--- src/rtl/ocp_pkg.sv ---
package ocp_pkg;
  typedef enum logic [1:0] {
    OCP_RUN = 2'b00,
    OCP_HIZ = 2'b01,
    OCP_OFF = 2'b10
  } ocp_state_e;
endpackage

--- src/rtl/ocp_rst_sync.sv ---
module ocp_rst_sync (
  input  logic clk,
  input  logic arst_n,
  output logic srst_n
);
  logic [1:0] sync_q;

  always_ff @(posedge clk or negedge arst_n) begin
    if (!arst_n) sync_q <= 2'b00;
    else         sync_q <= {sync_q[0], 1'b1};
  end

  assign srst_n = sync_q[1];
endmodule

--- src/rtl/ocp_blanker.sv ---
module ocp_blanker #(
  parameter int BLANK_CYC = 8
) (
  input  logic clk,
  input  logic rst_n,
  input  logic commute_stb,
  input  logic lvl1_raw,
  input  logic lvl2_raw,
  output logic lvl1_q,
  output logic lvl2_q
);
  localparam int CW = $clog2(BLANK_CYC + 1);
  localparam logic [CW-1:0] LOAD = CW'(BLANK_CYC);

  logic [CW-1:0] cnt_q, cnt_d;
  logic          cnt_en;
  logic          masked;

  // count runs only while a window is open or a new one starts
  assign cnt_en = commute_stb | (cnt_q != '0);

  always_comb begin
    if (commute_stb) cnt_d = LOAD;
    else             cnt_d = cnt_q - CW'(1);
  end

  always_ff @(posedge clk or negedge rst_n) begin
    if (!rst_n)      cnt_q <= '0;
    else if (cnt_en) cnt_q <= cnt_d;
  end

  assign masked = commute_stb | (cnt_q != '0);
  assign lvl1_q = lvl1_raw & ~masked;
  assign lvl2_q = lvl2_raw & ~masked;

  // the cycle after a strobe is still masked
  assert_blank_follow_R2: assert property (@(posedge clk) disable iff (!rst_n)
    commute_stb |=> (!lvl1_q && !lvl2_q));
endmodule

--- src/rtl/ocp_qual_timer.sv ---
module ocp_qual_timer #(
  parameter int QUAL_CYC = 200
) (
  input  logic clk,
  input  logic rst_n,
  input  logic lvl2_q,
  output logic qual_met
);
  localparam int QW = (QUAL_CYC > 1) ? $clog2(QUAL_CYC) : 1;
  localparam logic [QW-1:0] LAST = QW'(QUAL_CYC - 1);

  logic [QW-1:0] cnt_q, cnt_d;
  logic          at_last;

  assign at_last = (cnt_q == LAST);

  always_comb begin
    if (!lvl2_q)      cnt_d = '0;
    else if (at_last) cnt_d = cnt_q;
    else              cnt_d = cnt_q + QW'(1);
  end

  always_ff @(posedge clk or negedge rst_n) begin
    if (!rst_n) cnt_q <= '0;
    else        cnt_q <= cnt_d;
  end

  assign qual_met = lvl2_q & at_last;

  generate
    if (QUAL_CYC > 1) begin : g_hist
      // qualification needs the flag in the previous cycle as well
      assert_qual_hist_R4: assert property (@(posedge clk) disable iff (!rst_n)
        qual_met |-> $past(lvl2_q));
    end
  endgenerate
endmodule

--- src/rtl/ocp_escalate.sv ---
module ocp_escalate
  import ocp_pkg::*;
#(
  parameter int LATCH_PERIODS = 4
) (
  input  logic clk,
  input  logic rst_n,
  input  logic lvl1_q,
  input  logic lvl2_q,
  input  logic qual_met,
  input  logic period_tick,
  input  logic clr_trip,
  input  logic bus_mode,
  input  logic crowbar_en,
  output logic limit_inject,
  output logic bridge_hiz,
  output logic mod_off,
  output logic trip_status,
  output logic fault_o,
  output logic crowbar_fire
);
  localparam int PW = $clog2(LATCH_PERIODS + 1);
  localparam logic [PW-1:0] PLAST = PW'(LATCH_PERIODS);

  ocp_state_e    st_q, st_d;
  logic [PW-1:0] pc_q, pc_d;
  logic          trip_ev;
  logic          lim_q, lim_d;
  logic          trip_q, trip_d;
  logic          flt_q, flt_d;
  logic          crw_q, crw_d;

  always_comb begin
    st_d    = st_q;
    pc_d    = pc_q;
    trip_ev = 1'b0;
    if (clr_trip) begin
      st_d = OCP_RUN;
      pc_d = '0;
    end else begin
      unique case (st_q)
        OCP_RUN: begin
          if (qual_met) begin
            st_d    = OCP_HIZ;
            pc_d    = '0;
            trip_ev = 1'b1;
          end
        end
        OCP_HIZ: begin
          if (!lvl2_q) begin
            st_d = OCP_RUN;
            pc_d = '0;
          end else if (period_tick) begin
            if (pc_q == PLAST) st_d = OCP_OFF;
            else               pc_d = pc_q + PW'(1);
          end
        end
        OCP_OFF: st_d = OCP_OFF;
        default: st_d = OCP_RUN;
      endcase
    end
  end

  always_comb begin
    lim_d  = (lvl1_q | lvl2_q) & (st_d != OCP_OFF);
    trip_d = ~clr_trip & (trip_q | trip_ev);
    flt_d  = ~clr_trip & (flt_q | (trip_ev & ~bus_mode));
    crw_d  = ~clr_trip & (crw_q | (trip_ev & crowbar_en));
  end

  always_ff @(posedge clk or negedge rst_n) begin
    if (!rst_n) begin
      st_q   <= OCP_RUN;
      pc_q   <= '0;
      lim_q  <= 1'b0;
      trip_q <= 1'b0;
      flt_q  <= 1'b0;
      crw_q  <= 1'b0;
    end else begin
      st_q   <= st_d;
      pc_q   <= pc_d;
      lim_q  <= lim_d;
      trip_q <= trip_d;
      flt_q  <= flt_d;
      crw_q  <= crw_d;
    end
  end

  assign limit_inject = lim_q;
  assign bridge_hiz   = (st_q != OCP_RUN);
  assign mod_off      = (st_q == OCP_OFF);
  assign trip_status  = trip_q;
  assign fault_o      = flt_q;
  assign crowbar_fire = crw_q;

  assert_no_limit_off_R3: assert property (@(posedge clk) disable iff (!rst_n)
    mod_off |-> !limit_inject);

  assert_rise_needs_qual_R4: assert property (@(posedge clk) disable iff (!rst_n)
    $rose(bridge_hiz) |-> $past(qual_met));

  assert_off_sticky_R6: assert property (@(posedge clk) disable iff (!rst_n)
    (mod_off && !clr_trip) |=> (mod_off && bridge_hiz));

  assert_trip_on_hiz_R7: assert property (@(posedge clk) disable iff (!rst_n)
    $rose(bridge_hiz) |-> trip_status);

  assert_fault_gate_R8: assert property (@(posedge clk) disable iff (!rst_n)
    $rose(fault_o) |-> (!$past(bus_mode) && $past(qual_met)));

  assert_crow_gate_R9: assert property (@(posedge clk) disable iff (!rst_n)
    $rose(crowbar_fire) |-> ($past(crowbar_en) && $past(qual_met)));

  assert_clear_R10: assert property (@(posedge clk) disable iff (!rst_n)
    clr_trip |=> (!trip_status && !mod_off && !bridge_hiz && !fault_o && !crowbar_fire));
endmodule

--- src/rtl/ocp_sequencer.sv ---
module ocp_sequencer #(
  parameter int BLANK_CYC     = 8,
  parameter int QUAL_CYC      = 200,
  parameter int LATCH_PERIODS = 4
) (
  input  logic clk,
  input  logic arst_n,
  input  logic clr_trip,
  input  logic bus_mode,
  input  logic crowbar_en,
  input  logic lvl1_hit,
  input  logic lvl2_hit,
  input  logic period_tick,
  input  logic commute_stb,
  output logic limit_inject,
  output logic bridge_hiz,
  output logic mod_off,
  output logic trip_status,
  output logic fault_o,
  output logic crowbar_fire
);
  logic rst_n;
  logic lvl1_q, lvl2_q;
  logic qual_met;

  ocp_rst_sync u_rst (
    .clk    (clk),
    .arst_n (arst_n),
    .srst_n (rst_n)
  );

  ocp_blanker #(.BLANK_CYC(BLANK_CYC)) u_blank (
    .clk         (clk),
    .rst_n       (rst_n),
    .commute_stb (commute_stb),
    .lvl1_raw    (lvl1_hit),
    .lvl2_raw    (lvl2_hit),
    .lvl1_q      (lvl1_q),
    .lvl2_q      (lvl2_q)
  );

  ocp_qual_timer #(.QUAL_CYC(QUAL_CYC)) u_qual (
    .clk      (clk),
    .rst_n    (rst_n),
    .lvl2_q   (lvl2_q),
    .qual_met (qual_met)
  );

  ocp_escalate #(.LATCH_PERIODS(LATCH_PERIODS)) u_fsm (
    .clk          (clk),
    .rst_n        (rst_n),
    .lvl1_q       (lvl1_q),
    .lvl2_q       (lvl2_q),
    .qual_met     (qual_met),
    .period_tick  (period_tick),
    .clr_trip     (clr_trip),
    .bus_mode     (bus_mode),
    .crowbar_en   (crowbar_en),
    .limit_inject (limit_inject),
    .bridge_hiz   (bridge_hiz),
    .mod_off      (mod_off),
    .trip_status  (trip_status),
    .fault_o      (fault_o),
    .crowbar_fire (crowbar_fire)
  );

  // nothing is asserted without a preceding flag
  assert_quiet_R1: assert property (@(posedge clk) disable iff (!rst_n)
    $rose(limit_inject) |-> $past(lvl1_hit || lvl2_hit));
endmodule

--- config.mk ---
export PLATFORM = sky130hd
export DESIGN_NAME = ocp_sequencer
export DESIGN_NICKNAME = d
export VERILOG_FILES = /design/src/rtl/ocp_pkg.sv /design/src/rtl/ocp_rst_sync.sv /design/src/rtl/ocp_blanker.sv /design/src/rtl/ocp_qual_timer.sv /design/src/rtl/ocp_escalate.sv /design/src/rtl/ocp_sequencer.sv
export SDC_FILE = /design/constraint.sdc
export NUM_CORES = 1
export LEC_CHECK = 0
export ABC_AREA = 0
export BUFFER_PORTS_ARGS = -buffer_cell sky130_fd_sc_hd__buf_2
export CELL_PAD_IN_SITES_DETAIL_PLACEMENT = 0
export CELL_PAD_IN_SITES_GLOBAL_PLACEMENT = 1
export CORE_AREA = 8 8 64 66
export CTS_CLUSTER_DIAMETER = 200
export DETAILED_ROUTE_END_ITERATION = 8
export DIE_AREA = 0 0 72 74
export GPL_ROUTABILITY_DRIVEN = 0
export PLACE_DENSITY_LB_ADDON = 0.1
export SLEW_MARGIN = 10
export SYNTH_ARGS = -nofsm -noshare
export SYNTH_HDL_FRONTEND = slang
export SYNTH_SLANG_ARGS = --single-unit
--- constraint.sdc ---
create_clock -name clk -period 1 [get_ports clk]
set_clock_uncertainty 0.1 [all_clocks]
set_input_delay 0.2 -clock clk [delete_from_list [all_inputs] [get_ports clk]]
set_output_delay 0.2 -clock clk [all_outputs]
set_load 0.005 [all_outputs]
==> impl_metrics.json <==
{
  "grt_pass1_wl_um": 4300,
  "outcome": "finished, violations left",
  "postSynthAreaPerCell_um2": 10.1,
  "start_kind": "flip-flop",
  "hold_start": "lvl1_hit",
  "clock_path_buffers": 2,
  "whs_ps": 44.8,
  "arrival_ps": 1970,
  "fin_crit_sh_pct": 184,
  "fill_cells": 277,
  "drt-initial-drc-count": 34,
  "htree_levels": 1,
  "dp_hpwl_um": 1930,
  "wl_um": 2720,
  "layout_common_cells": "32 x buf_4, 23 x dfrtp_1, 12 x buf_2",
  "cts.sinks": 23,
  "overflow": 0,
  "drtAntennaViolNets": 0,
  "critPathBufInv": 1,
  "hold_path.class": "in -> reg",
  "setup_viol": 27,
  "path_clk_slew_ps": 130,
  "worstHoldPathCells": 3,
  "max-cap-violations": 0,
  "cts_buffers": 3,
  "critical_path.cell_chain": "inv_1 -> ha_2 -> nor4b_4 -> nand2_2 -> or4_1 -> a211oi_1",
  "yosysWarnings": 0,
  "area_growth_pct": 52.9,
  "max_freq_mhz": 544,
  "nNetsFinal": 182,
  "ys_async_sr_fraction_pct": 100,
  "io_pins": 15,
  "r2r_slack_ps": -840,
  "worst_path_largest_cell_delay_ps": 420,
  "tns_ps": -13690,
  "die_area_um2": 5330,
  "stdcell_count": 214,
  "via_count": 1019,
  "worst-endpoint-required_ps": 1130,
  "grt_setup_unrepaired": "yes",
  "layout-drive-gt1-share_pct": 47.6,
  "core.rowCount": 21,
  "critical_path_class": "reg -> reg",
  "cp-end-kind": "flip-flop",
  "p_per_area_nw_per_um2": 1160,
  "synthCells": 114,
  "p_leak_nw": 0.817,
  "violations": "negative setup slack",
  "grt.total_usage_pct": 10.1,
  "ys.flop_type": "dfrtp_1",
  "report.final.slew_viol_count": 0,
  "place_ws_ps": -817,
  "r2r_end": "u_fsm.pc_q[2]",
  "ys_seq_area_share_pct": 50.2,
  "setup_ws_ps": -838,
  "cp_top_family": "simple AND/OR/NAND/NOR gates",
  "antenna_found_initial": 0,
  "fp.dieH_um": 74,
  "reg2reg_depth": 6,
  "portBuffers": 14,
  "finalCriticalPeriod_ps": 1840,
  "synth_area_um2": 1150,
  "r2r_start": "u_blank.cnt_q[1]",
  "fp.coreArea_um2": 3180,
  "synth_edf_count": 0,
  "cts_tree": "yes",
  "layout_commonest_cell": "buf_4",
  "clkLatencyLatePin_ps": 310,
  "cpMaxStageDelayCell": "or4_1",
  "grt_pass1_vias": 1001,
  "diodes": 0,
  "grt_max_degree": 22,
  "ir_worst_vdd_mv": 0.636,
  "route.detailed.drc": 0,
  "cts_root_buf": "clkbuf_4",
  "dr.pass1.iters": 4,
  "start_util_pct": 36.0,
  "wl_per_cell_um": 12.7,
  "holdPathEnd": "u_fsm.limit_inject",
  "synth_cell_types": 38,
  "die_w_um": 72,
  "crit_fanout": 6,
  "hold_viol": 0,
  "dp.cells": 200,
  "ys_ff_latch": 23,
  "vias_per_cell": 4.76,
  "synth_fp_nets": 127
}
[metrics by stage]
step	total power, mW	util [%]	cell area [µm²]
floorplan	1.27	-	1170
global placement	1.44	46.9	1490
detailed placement	1.45	46.9	1490
CTS	1.93	51.3	1630
global route	2.14	55.1	1750
finish	2.04	55.1	1750
[report_power, final]
group / leakage (nW) / internal [mW] / total [mW] / switching (mW)
clock: 0.0150 / 0.156 / 0.436 / 0.280
sequential: 0.309 / 0.992 / 1.05 / 0.0622
combinational: 0.493 / 0.311 / 0.548 / 0.237
total: 0.817 / 1.46 / 2.04 / 0.580
[worst max-delay path by stage]
stage	cells after the start	end	slack, ps	from
after detailed placement	6	u_fsm.pc_q[1]	-820	u_blank.cnt_q[1]
final	6	u_fsm.pc_q[2]	-840	u_blank.cnt_q[1]
after global placement	6	u_fsm.pc_q[1]	-780	u_blank.cnt_q[0]
after floorplan	6	u_fsm.fault_o	-920	u_blank.cnt_q[0]
after global routing	6	u_fsm.pc_q[2]	-920	u_blank.cnt_q[0]
after CTS	6	u_fsm.pc_q[1]	-830	u_blank.cnt_q[1]
[layer usage]
layer,up-vias,track usage [%],part of all wire (%)
met3,2,2.16,3.6
met4,0,3.40,0.63
li1,507,-,-
met2,13,17.9,49
met1,497,11.7,47
met5,-,0,0
[sequential cells by signal, indices dropped and copies added, names as in the netlist]
name                flops
u_fsm.pc_q              3
u_fsm.fault_o           1
u_rst.sync_q            2
u_fsm.limit_inject      1
u_blank.cnt_q           4
u_fsm.crowbar_fire      1
u_fsm.st_q              2
u_qual.cnt_q            8
u_fsm.trip_status       1
[worst min-delay path, delay by kind of cell]
family / cells / cell delay [ps]
AO/OA/AOI/OAI: 1 / 60
buffers and inverters: 1 / 70
AND/OR/NAND/NOR: 1 / 90
[cells in the mapped netlist (3+ instances only)]
cell	instances	area share [%]
o31ai_1	3	2.0
dfrtp_1	23	50
nand2b_1	5	2.7
nand2_1	7	2.3
nor3_1	5	2.2
ha_1	4	4.4
nor2_1	9	2.9
xor2_1	4	3.1
and3_1	4	2.2
nand3_1	4	1.7
a21o_1	3	2.0
a21oi_1	6	2.6
inv_1	8	2.6
[timing repair]
item,in CTS,in global routing
gates resized for setup,11,18
setup buffers,5,4
pin swaps,4,6
endpoints found under the hold margin,3,0
hold buffers,2,0
endpoints found under the setup margin,27,27
[final cells by class]
cell class                      instances  area (µm²)  area share (%)
Multi-Input combinational cell         80         652            37.2
Sequential cell                        23         576            32.8
Timing Repair Buffer                   53         412            23.5
Tap cell                               46        57.6            3.28
Inverter                                8        30.0            1.71
Clock buffer                            4        26.3            1.50
[cells by family after synthesis]
group | Yosys count | share of synthesized area (%)
DFF | 23 | 50.2
other | 1 | 0.327
buffers and inverters | 11 | 3.60
and+or+nand+nor | 47 | 23.7
xor gates and xnor gates | 6 | 4.59
adders and majority gates | 4 | 4.37
AOI/OAI and AO/OA | 22 | 13.2
Note: power is estimated with default switching activity, not from simulation.
